[src/rtl/plane_dp_pkg.sv]
package plane_dp_pkg;
  typedef enum logic [1:0] {
    OP_PASS = 2'd0,
    OP_AND  = 2'd1,
    OP_OR   = 2'd2,
    OP_XOR  = 2'd3
  } wr_op_e;
endpackage

[src/rtl/plane_latch.sv]
module plane_latch #(
  parameter int NPL = 4,
  parameter int PW  = 8,
  localparam int SELW = $clog2(NPL),
  localparam int BW   = NPL * PW
) (
  input  logic            clk,
  input  logic            rst,
  input  logic            load,
  input  logic [BW-1:0]   rdata_in,
  input  logic [SELW-1:0] sel,
  output logic [BW-1:0]   latch_q,
  output logic [PW-1:0]   byte_q
);
  logic [BW-1:0] src;
  assign src = load ? rdata_in : latch_q;

  always_ff @(posedge clk) begin
    if (rst) begin
      latch_q <= '0;
      byte_q  <= '0;
    end else begin
      if (load) latch_q <= rdata_in;
      byte_q <= src[sel*PW +: PW];
    end
  end

  // without a load the plane latches keep their contents
  p_latch_hold_r3: assert property (@(posedge clk) disable iff (rst)
    !load |=> $stable(latch_q));
endmodule

[src/rtl/plane_alu.sv]
module plane_alu
  import plane_dp_pkg::*;
#(
  parameter int NPL = 4,
  parameter int PW  = 8,
  localparam int BW = NPL * PW
) (
  input  logic           clk,
  input  logic           rst,
  input  logic           wr,
  input  wr_op_e         op,
  input  logic [PW-1:0]  cpu_byte,
  input  logic [BW-1:0]  latch_q,
  input  logic [NPL-1:0] plane_en,
  output logic [BW-1:0]  wdata_q,
  output logic [NPL-1:0] we_q
);
  logic [BW-1:0] res;

  for (genvar p = 0; p < NPL; p++) begin : g_plane
    logic [PW-1:0] lb;
    assign lb = latch_q[p*PW +: PW];
    always_comb begin
      unique case (op)
        OP_AND:  res[p*PW +: PW] = cpu_byte & lb;
        OP_OR:   res[p*PW +: PW] = cpu_byte | lb;
        OP_XOR:  res[p*PW +: PW] = cpu_byte ^ lb;
        default: res[p*PW +: PW] = cpu_byte;
      endcase
    end
  end

  always_ff @(posedge clk) begin
    if (rst) begin
      wdata_q <= '0;
      we_q    <= '0;
    end else begin
      we_q <= wr ? plane_en : '0;
      if (wr) wdata_q <= res;
    end
  end

  // no enable without a write request
  p_we_idle_r5: assert property (@(posedge clk) disable iff (rst)
    !wr |=> (we_q == '0));
  // an enabled plane must have been allowed by the mask
  p_we_masked_r5: assert property (@(posedge clk) disable iff (rst)
    wr |=> ((we_q & ~$past(plane_en)) == '0));
endmodule

[src/rtl/pix_serial.sv]
module pix_serial #(
  parameter int NPL = 4,
  parameter int PW  = 8,
  localparam int BW = NPL * PW,
  localparam int CW = $clog2(PW + 1)
) (
  input  logic           clk,
  input  logic           rst,
  input  logic           load,
  input  logic [BW-1:0]  fetch,
  input  logic           text_mode,
  input  logic           dot_en,
  output logic [NPL-1:0] pix,
  output logic           pix_valid,
  output logic [PW-1:0]  chr,
  output logic [PW-1:0]  attr,
  output logic           text_valid,
  output logic           req
);
  logic [BW-1:0]  shreg, shift_d;
  logic [NPL-1:0] pix_next;
  logic [CW-1:0]  cnt;

  for (genvar p = 0; p < NPL; p++) begin : g_pl
    assign pix_next[p] = shreg[p*PW + PW - 1];
    assign shift_d[p*PW +: PW] = {shreg[p*PW +: PW-1], 1'b0};
  end

  always_ff @(posedge clk) begin
    if (rst) begin
      shreg <= '0; cnt <= '0; pix <= '0; pix_valid <= 1'b0;
      chr <= '0; attr <= '0; text_valid <= 1'b0; req <= 1'b0;
    end else begin
      pix_valid  <= 1'b0;
      text_valid <= 1'b0;
      req        <= 1'b0;
      if (load) begin
        shreg <= fetch;
        if (text_mode) begin
          chr        <= fetch[PW-1:0];
          attr       <= fetch[2*PW-1:PW];
          text_valid <= 1'b1;
          cnt        <= '0;
        end else begin
          cnt <= CW'(PW);
        end
      end else if (dot_en && cnt != '0) begin
        pix       <= pix_next;
        pix_valid <= 1'b1;
        shreg     <= shift_d;
        cnt       <= cnt - 1'b1;
        req       <= (cnt == CW'(1));
      end
    end
  end

  // the request only accompanies an emitted pixel
  p_req_pix_r9: assert property (@(posedge clk) disable iff (rst)
    req |-> pix_valid);
  // a pixel needs a dot enable in the previous cycle
  p_pix_dot_r8: assert property (@(posedge clk) disable iff (rst)
    pix_valid |-> $past(dot_en));
  // text and pixel outputs never valid together
  p_excl_r10: assert property (@(posedge clk) disable iff (rst)
    !(pix_valid && text_valid));
  // a load cycle never emits a pixel
  p_load_nopix_r11: assert property (@(posedge clk) disable iff (rst)
    load |=> !pix_valid);
endmodule

[src/rtl/plane_datapath.sv]
module plane_datapath
  import plane_dp_pkg::*;
#(
  parameter int NPL = 4,
  parameter int PW  = 8,
  localparam int SELW = $clog2(NPL),
  localparam int BW   = NPL * PW
) (
  input  logic            clk,
  input  logic            rst,
  input  logic            cpu_wr,
  input  logic [PW-1:0]   cpu_wdata,
  input  logic [1:0]      op_sel,
  input  logic [NPL-1:0]  plane_en,
  input  logic            cpu_rd_load,
  input  logic [BW-1:0]   mem_rdata,
  input  logic [SELW-1:0] rd_plane_sel,
  output logic [PW-1:0]   cpu_rdata,
  output logic [BW-1:0]   mem_wdata,
  output logic [NPL-1:0]  mem_we,
  input  logic            fetch_load,
  input  logic [BW-1:0]   fetch_data,
  input  logic            text_mode,
  input  logic            dot_en,
  output logic [NPL-1:0]  pix_out,
  output logic            pix_valid,
  output logic [PW-1:0]   char_out,
  output logic [PW-1:0]   attr_out,
  output logic            text_valid,
  output logic            fetch_req
);
  logic [BW-1:0] latch_q;

  plane_latch #(.NPL(NPL), .PW(PW)) u_latch (
    .clk(clk), .rst(rst), .load(cpu_rd_load), .rdata_in(mem_rdata),
    .sel(rd_plane_sel), .latch_q(latch_q), .byte_q(cpu_rdata)
  );

  plane_alu #(.NPL(NPL), .PW(PW)) u_alu (
    .clk(clk), .rst(rst), .wr(cpu_wr), .op(wr_op_e'(op_sel)),
    .cpu_byte(cpu_wdata), .latch_q(latch_q), .plane_en(plane_en),
    .wdata_q(mem_wdata), .we_q(mem_we)
  );

  pix_serial #(.NPL(NPL), .PW(PW)) u_ser (
    .clk(clk), .rst(rst), .load(fetch_load), .fetch(fetch_data),
    .text_mode(text_mode), .dot_en(dot_en), .pix(pix_out),
    .pix_valid(pix_valid), .chr(char_out), .attr(attr_out),
    .text_valid(text_valid), .req(fetch_req)
  );
endmodule

[config.mk]
export PLATFORM = sky130hd
export DESIGN_NAME = plane_datapath
export DESIGN_NICKNAME = d
export VERILOG_FILES = /design/src/rtl/plane_dp_pkg.sv /design/src/rtl/plane_latch.sv /design/src/rtl/plane_alu.sv /design/src/rtl/pix_serial.sv /design/src/rtl/plane_datapath.sv
export SDC_FILE = /design/constraint.sdc
export NUM_CORES = 1
export LEC_CHECK = 0
export CORE_ASPECT_RATIO = 1.2
export CORE_MARGIN = 2
export CORE_UTILIZATION = 56
export DETAILED_ROUTE_END_ITERATION = 8
export PLACE_DENSITY = 0.87
export SYNTH_ARGS = -nofsm -noshare
export SYNTH_HDL_FRONTEND = slang
export SYNTH_SLANG_ARGS = --single-unit
[constraint.sdc]
create_clock -name clk -period 2.3 [get_ports clk]
set_input_delay 0.46 -clock clk [delete_from_list [all_inputs] [get_ports clk]]
set_output_delay 0.46 -clock clk [all_outputs]
set_load 0.1 [all_outputs]
After elaboration in Yosys (flattened, before gate mapping):

Cells that the tools add are included.

* output and inout bits: 67
* logic and storage cells: 54
* register bits after elaboration: 135
* input port bits: 87

* shift operators: 1
* bitwise gates (word level): 15
* equality and inequality tests: 4
* add/sub/neg operators: 1
* reduce and logical (&&, ||, !) cells: 9
* multiplexer cells: 12

Operators with widths (number)
* two-way mux 32 bit: 3
* one-hot mux 8 bit (3 select lines): 4
* AND 8 bit: 4
* OR 8 bit: 4
* variable part select 32 x 6 -> 8 bit: 1
* XOR 8 bit: 4
* two-way mux 4 bit: 3
* OR reduction 2 bit: 3
* == test 2 bit, second input constant: 2
* == test 4 x 1 -> 1 bit, second input constant: 1
* AND reduction 2 bit: 2
* nonzero test 4 bit: 1
* subtractor 4 x 1 -> 4 bit, second input constant: 1
* inverter 1 bit: 3
* OR reduction 3 bit: 1
* == test 2 x 1 -> 1 bit, second input constant: 1
* two-way mux 1 bit: 2
* nonzero test 2 bit: 1
* logical AND 1 bit: 1

Depth between registers and ports, before layout:

Gate-level depths: netlist (run 1).

* depth after elaboration: 4
* depth in mapped cells: 7
* mapped depth without buffers: 5

Modules after synthesis:

A second synthesis (run 1) with hierarchy kept.

* cell total of the unflattened synthesis: 735
* area, all modules: 6927.9 um^2

By module, submodules not included
* plane_alu: area an instance 2857.7 um^2, cells each 317, times used 1
* pix_serial: area an instance 2491.1 um^2, cells each 275, times used 1
* plane_latch: area an instance 1579.0 um^2, cells each 143, times used 1

Least setup slack after synthesis (run 1):

OpenSTA, ideal clock, no wires.

* path type: register to register
* from: reg u_ser.cnt[0]
* to: reg u_ser.shreg[26]
* setup time: 0.142 ns
* clock period less this slack: 1.540 ns
* setup slack: 0.760 ns
* cell stages (with the launch flop): 8
* arrival: 1.398 ns
* cells stage by stage: dfxtp_1 inv_1 ha_1 or3b_1 buf_2 buf_6 a31oi_1 a221oi_1

* cells in the longest elaborated chain, start to end: 3

RTL lines
* start: declaration: line pix_serial.sv:22 `logic [CW-1:0] cnt;`
* start signal: assignment: line pix_serial.sv:45 `cnt <= CW'(PW);`
* start signal: assignment: line pix_serial.sv:51 `cnt <= cnt - 1'b1;`
* nonzero test 4 bit: line pix_serial.sv:47 `end else if (dot_en && cnt != '0) begin`
* logical AND 1 bit: line pix_serial.sv:47
* nonzero test 2 bit (no source line)
* end signal: assignment: line pix_serial.sv:38 `shreg <= fetch;`
* end signal: assignment: line pix_serial.sv:50 `shreg <= shift_d;`
* end: declaration: line pix_serial.sv:20 `logic [BW-1:0] shreg, shift_d;`

No other way between the ends.
A chain may end at the register's enable or synchronous reset.

Final worst setup path (run 1):

* from: reg u_ser.cnt[0]
* to: reg u_ser.shreg[18]

The elaborated chain is that of the path after synthesis.

==> qor.csv, run 1 <==
metric,value,unit
cell total after placement,1040,
first-pass detailed-route iteration total,4,
Vias/cell,5.836,
"Area growth, synth to finish",29.88,%
FF-to-FF Start,u_ser.cnt[0]$_SDFFE_PP0P_,
Clock H-tree levels,4,
fin. max-slew vios,0,
CTS Hold Bufs,0,
NumNets Final,1049,
register area share after synthesis,37.26,%
CP Launch Type,flip-flop,
Horiz. Die Dim,107.9,um
Worst Clk Skew,0.007920,ns
final hold vios,0,
DR WL/cell,16.31,um
clk root buf,clkbuf_16,
Synth Cell Area,7253,um^2
Switching Share,29.80,%
sequential share of power,35.7,%
#FFs+latches synth,135,
clock network power share,42.4,%
initial antenna violation count,0,
vias post-DR,6256,
Max clock buf depth,2,
largest net degree at the start of global routing,79,
Worst EP required,2.58,ns
Yosys cell types,34,
gr busiest metal,met2,
status,"finished, final reports clean",
post-route ant nets,0,
cells on worst reg2reg path,6,
Crit Path Max Fanout,22,
Cells after Synth,766,
Core Rows,45,
diodes inserted,0,
PortBufs,153,
Ports,154,
GRT overflow,0,
RSZ-0062 raised after global routing,no,
"commonest non-fill, non-tap cell in the layout",dfxtp_1,
clk slew on worst S/H paths,0.06,ns
type of the most critical hold path,in -> reg,
met1 usage,32.91,%
CP Capture Type,flip-flop,
PwrDens,773.8,nW/um^2
Max Cap Viol,0,
Global Route met3 Usage,5.927,%
vias in the first global route,5876,
max_slew headroom,65.11,%
dpl cell area,8750,um^2
combinational share of power,21.9,%
Peak VDD IR,0.7368,mV
gr usage total,25.90,%
clock tree from TritonCTS,built,
DRC violations left,0,
P_sw,2172,uW
most frequent cells in the layout,"dfxtp_1, buf_4, nor2_1",
Synth warnings,0,
final cycle utilization of the critical path,84.60,%
Skew-Pair Late Insertion Delay,0.42,ns
crit path from,u_ser.cnt[0]$_SDFFE_PP0P_,
r2r setup slk,0.35,ns
routability cong.,0.8066,
reg-to-reg endpoint,u_ser.shreg[18]$_SDFFE_PP0P_,
final instance area,9420,um^2
DRT iter0 DRCs,404,
P_leak,0.004110,uW
minimum clock period,1.946,ns
clock sinks,135,
layout cells sized above 1,16.63,%
die area,13880,um^2
P_int,5117,uW
Detail Placement HPWL,11.86,mm
Non-Filler Instances,1072,
CP arrival,2.23,ns
syn_nets,920,
Post-CTS Repair Setup Buffers,0,
DRT Wirelength,17.48,mm
met2 usage,42.77,%
Crit Path Category,reg -> reg,
post-cts sizing count,0,
worst slew pin tran,0.5233,ns
Core Region,12670,um^2
number of CTS-inserted buffers,17,
Sum Neg Setup Slack,0,ns
Die Y,128.7,um
Mean Syn Cell Area,9.469,um^2
final setup vio count,0,
Setup crit end,u_ser.shreg[18]$_SDFFE_PP0P_,
first-pass GRT wire length,28.79,mm
Initial Util,57.25,%
maximum clock rate,0.5140,GHz
==> metrics by stage <==
stage	hold slack, ns	setup WS (ns)	total power (uW)	util, %
6_report	0.4525	0.3543	7290	74.36
5_1_grt	0.4610	0.2527	7570	74.36
4_1_cts	0.4319	0.3642	7325	74.36
3_5_place_dp	0.4684	0.2385	4233	69.07
3_3_place_gp	0.4625	0.3067	4197	69.07
2_1_floorplan	0.4617	0.7603	3774	-
==> power groups by stage <==
stage / sequential [uW] / clock (uW) / combinational [uW]
after global placement: 2640 / 0 / 1560
final: 2600 / 3090 / 1600
after global routing: 2620 / 3240 / 1710
after floorplan: 3150 / 0 / 627
after detailed placement: 2640 / 0 / 1590
after CTS: 2600 / 3120 / 1600
==> logic make-up (layout without fill, tap and decap cells) <==
logic type               after synthesis  in the layout  synth area share [%]
AO/OA/AOI/OAI                        220            220                 22.53
flip-flops                           135            135                 37.26
multiplexers                          57             57                 10.64
AND/OR/NAND/NOR                      144            144                 9.557
buffers and inverters                143            285                 8.453
adder cells (fa/ha/maj)               67             67                 11.56
==> flip-flops by register name, indices dropped and copies added, names as in the netlist <==
name / count
u_ser.cnt: 4
u_ser.req: 1
u_ser.text_valid: 1
u_ser.pix: 4
u_alu.we_q: 4
u_latch.byte_q: 8
u_ser.chr: 8
u_ser.shreg: 32
u_alu.wdata_q: 32
u_ser.attr: 8
u_ser.pix_valid: 1
u_latch.latch_q: 32
==> worst min-delay path by stage <==
stage                     cells after the start                        endpoint  slack (ns)                    startpoint
after floorplan                               2    u_ser.shreg[31]$_SDFFE_PP0P_        0.46  u_ser.shreg[31]$_SDFFE_PP0P_
after global routing                          2    u_latch.byte_q[5]$_SDFF_PP0_        0.46                           rst
after global placement                        1       u_ser.chr[3]$_SDFFE_PP0P_        0.46     u_ser.chr[3]$_SDFFE_PP0P_
final                                         3  u_alu.wdata_q[19]$_SDFFE_PP0P_        0.45                     op_sel[0]
after CTS                                     3  u_alu.wdata_q[19]$_SDFFE_PP0P_        0.43                     op_sel[0]
after detailed placement                      1       u_ser.chr[3]$_SDFFE_PP0P_        0.47     u_ser.chr[3]$_SDFFE_PP0P_
==> synthesized netlist by cell type (all sizes together) <==
library cell  number  area [um^2]
nor3b              1        12.51
nand2              7        26.28
inv               72        270.3
a22o              16        140.1
nand2b            33        206.5
dfxtp            135         2703
a221oi            28        245.2
or3b               5        43.79
and2               4        25.02
o21ai             38        190.2
or2                1        6.260
buf               40        225.2
o21a               1        7.510
mux2               1        11.26
a211o             32        280.3
nor3               1        5.000
a21oi             12        60.06
nand3              1        5.000
o211ai            32        240.2
clkbuf            31        117.6
or4                1        7.510
nor2              84        315.3
nor4b              1        8.760
ha                67        838.3
mux4              16        360.4
mux2i             40        400.4
a31oi             28        175.2
a311oi            33        295.3
nor2b              5        31.28
==> per-layer routing <==
metal	vias to the layer above	share of wire [%]
met5	-	0
met4	0	2.1
met3	23	5.8
met2	203	49
met1	2989	43
li1	3041	-
==> cell type report <==
class,count,area [um^2]
Tap cell,164,205.2
Clock inverter,12,224.0
Inverter,72,270.3
Timing Repair Buffer,181,1634
Multi-Input combinational cell,488,3938
Sequential cell,135,2703
Clock buffer,20,446.7
Fill cell,883,3248
==> worst max-delay path, stage by stage (launching register included) <==
cell and delay [ns]:
dfxtp_1 0.34, inv_1 0.11, ha_1 0.21, or3b_1 0.57
buf_12 0.25, a31oi_1 0.21, a221oi_1 0.10
Power figures use the tool's default switching activity.
==> run 2: changes to the inputs <==
Settings changed: CORE_UTILIZATION 56 to 47, PLACE_DENSITY 0.87 to 0.78.
Clock period 2.3 ns to 1.7 ns, I/O delays scaled along.
==> qor.csv, run 2 (synthesized netlist as in run 1, its figures left out) <==
metric,value,unit,change
CP Capture Type,flip-flop,,
Crit Path Max Fanout,32,,+45%
Core Region,15020,um^2,+19%
final hold vios,0,,unchanged
diodes inserted,0,,unchanged
vias post-DR,6319,,+1.0%
Clock H-tree levels,4,,unchanged
Core Rows,49,,+8.9%
largest net degree at the start of global routing,72,,-8.9%
dpl cell area,9733,um^2,+11%
final setup vio count,0,,unchanged
minimum clock period,1.638,ns,-0.3076 ns
Crit-path slowest cell,or3b_4,,
RSZ-0062 raised after global routing,no,,
gr usage total,22.60,%,-3.3 points
DRT Wirelength,18.37,mm,+5.1%
CP arrival,1.93,ns,-0.30 ns
max_slew headroom,67.95,%,+2.8 points
most frequent cells in the layout,"dfxtp_1, nor2_1, clkdlybuf4s50_1",,
Detail Placement HPWL,12.81,mm,+8.0%
initial antenna violation count,0,,unchanged
P_leak,0.004376,uW,+6.5%
crit path cell chain,inv_2 > ha_2 > or3b_4 > buf_12 > a31oi_1 > a221oi_1,,
Non-Filler Instances,1123,,+4.8%
vias in the first global route,6043,,+2.8%
Worst Clk Skew,0.008455,ns,+0.0005355 ns
clk root buf,clkbuf_16,,
maximum clock rate,0.6105,GHz,+19%
GRT overflow,0,,unchanged
DRT iter0 DRCs,440,,+8.9%
routability cong.,0.7839,,-2.8%
fin. max-slew vios,0,,unchanged
status,"finished, final reports clean",,
Vias/cell,5.627,,-3.6%
CTS Hold Bufs,0,,unchanged
NumNets Final,1060,,+1.0%
Crit Path Category,reg -> reg,,
DRC violations left,0,,unchanged
first-pass detailed-route iteration total,6,,+2
post-route ant nets,0,,unchanged
Initial Util,48.29,%,-9.0 points
final cycle utilization of the critical path,96.36,%,+12 points
clk slew on worst S/H paths,0.06,ns,about the same
clock sinks,135,,unchanged
worst slew pin tran,0.4808,ns,-0.04249 ns
DR WL/cell,16.36,um,+0.31%
Horiz. Die Dim,117.4,um,+8.8%
Worst EP required,1.99,ns,-0.59 ns
Max clock buf depth,2,,unchanged
Die Y,140.1,um,+8.9%
clock tree from TritonCTS,built,,
CP Launch Type,flip-flop,,
layout cells sized above 1,19.37,%,+2.7 points
number of CTS-inserted buffers,17,,unchanged
"commonest non-fill, non-tap cell in the layout",dfxtp_1,,
die area,16450,um^2,+18%
final instance area,10440,um^2,+11%
cell total after placement,1091,,+4.9%
"Area growth, synth to finish",43.97,%,
PortBufs,153,,unchanged
Skew-Pair Late Insertion Delay,0.42,ns,about the same
first-pass GRT wire length,30.39,mm,+5.6%
Max Cap Viol,0,,unchanged
PwrDens,950.9,nW/um^2,+23%
Peak VDD IR,0.6425,mV,-13%
biggest regs,"u_alu.wdata_q x32, u_latch.latch_q x32, u_ser.shreg x32",,
type of the most critical hold path,in -> reg,,
Ports,154,,unchanged
critical path's largest stage delay,0.39,ns,-0.18 ns
-- run 2: metrics by stage --
stage	worst slack (ns)	util, %	total power [uW]	TNS [ns]	hold WS, ns
6_report	0.06190	69.52	9930	0	0.2707
5_1_grt	0.007391	69.52	10330	0	0.2602
4_1_cts	0.008103	69.00	9973	0	0.2468
3_5_place_dp	-0.1896	64.80	6077	-5.019	0.4797
3_3_place_gp	-0.1486	64.80	6017	-2.867	0.4716
2_1_floorplan	0.1603	-	5106	0	0.4617
-- run 2: final timing paths --
| kind | startpoint | endpoint | slack [ns] | cells after the start |
|---|---|---|---|---|
| hold / removal | cpu_wr | u_alu.wdata_q[10]$_SDFFE_PP0P_ | 0.27 | 3 |
| hold reg to reg | u_ser.shreg[31]$_SDFFE_PP0P_ | u_ser.shreg[31]$_SDFFE_PP0P_ | 0.49 | 2 |
| setup reg to reg | u_ser.cnt[1]$_SDFFE_PP0P_ | u_ser.shreg[5]$_SDFFE_PP0P_ | 0.06 | 6 |
| setup / recovery | u_ser.cnt[1]$_SDFFE_PP0P_ | u_ser.shreg[5]$_SDFFE_PP0P_ | 0.06 | 6 |
-- run 2: layer usage --
| layer | up-vias | share of wire (%) | wire [um] | global-route usage (%) |
|---|---|---|---|---|
| met4 | 0 | 1.9 | 343 | 8.307 |
| met3 | 22 | 5.5 | 1007 | 5.578 |
| li1 | 3060 | - | - | - |
| met1 | 3033 | 44 | 8043 | 29.06 |
| met5 | - | 0 | 0 | 0 |
| met2 | 204 | 49 | 8975 | 36.93 |
-- run 2: layout make-up --
class / instances / area (um^2)
Tap cell: 204 / 255.2
Timing Repair Buffer: 192 / 2567
Fill cell: 1073 / 4578
Multi-Input combinational cell: 488 / 4020
Sequential cell: 135 / 2704
Inverter: 72 / 270.3
Clock buffer: 22 / 484.2
Clock inverter: 10 / 141.4
-- run 2: worst max-delay path: cells and delay by family, from the launching register on --
family / cells / cell delay (ns)
fa+ha+maj: 1 / 0.19
compound gates: 2 / 0.30
simple gates: 1 / 0.39
flops: 1 / 0.34
buf+inv: 2 / 0.26
-- run 2: power by group --
part	switching, uW	internal, uW
logic	1440	1040
registers	197	3370
clock network	1410	2470
total	3040	6890
-- run 2: repair_timing --
| item | in CTS | in global routing |
|---|---|---|
| gates resized for setup | 1 | 16 |
| buffers inserted | 0 | 0 |
| endpoints found under the hold margin | 0 | 0 |
| setup endpoints to repair | 1 | 33 |
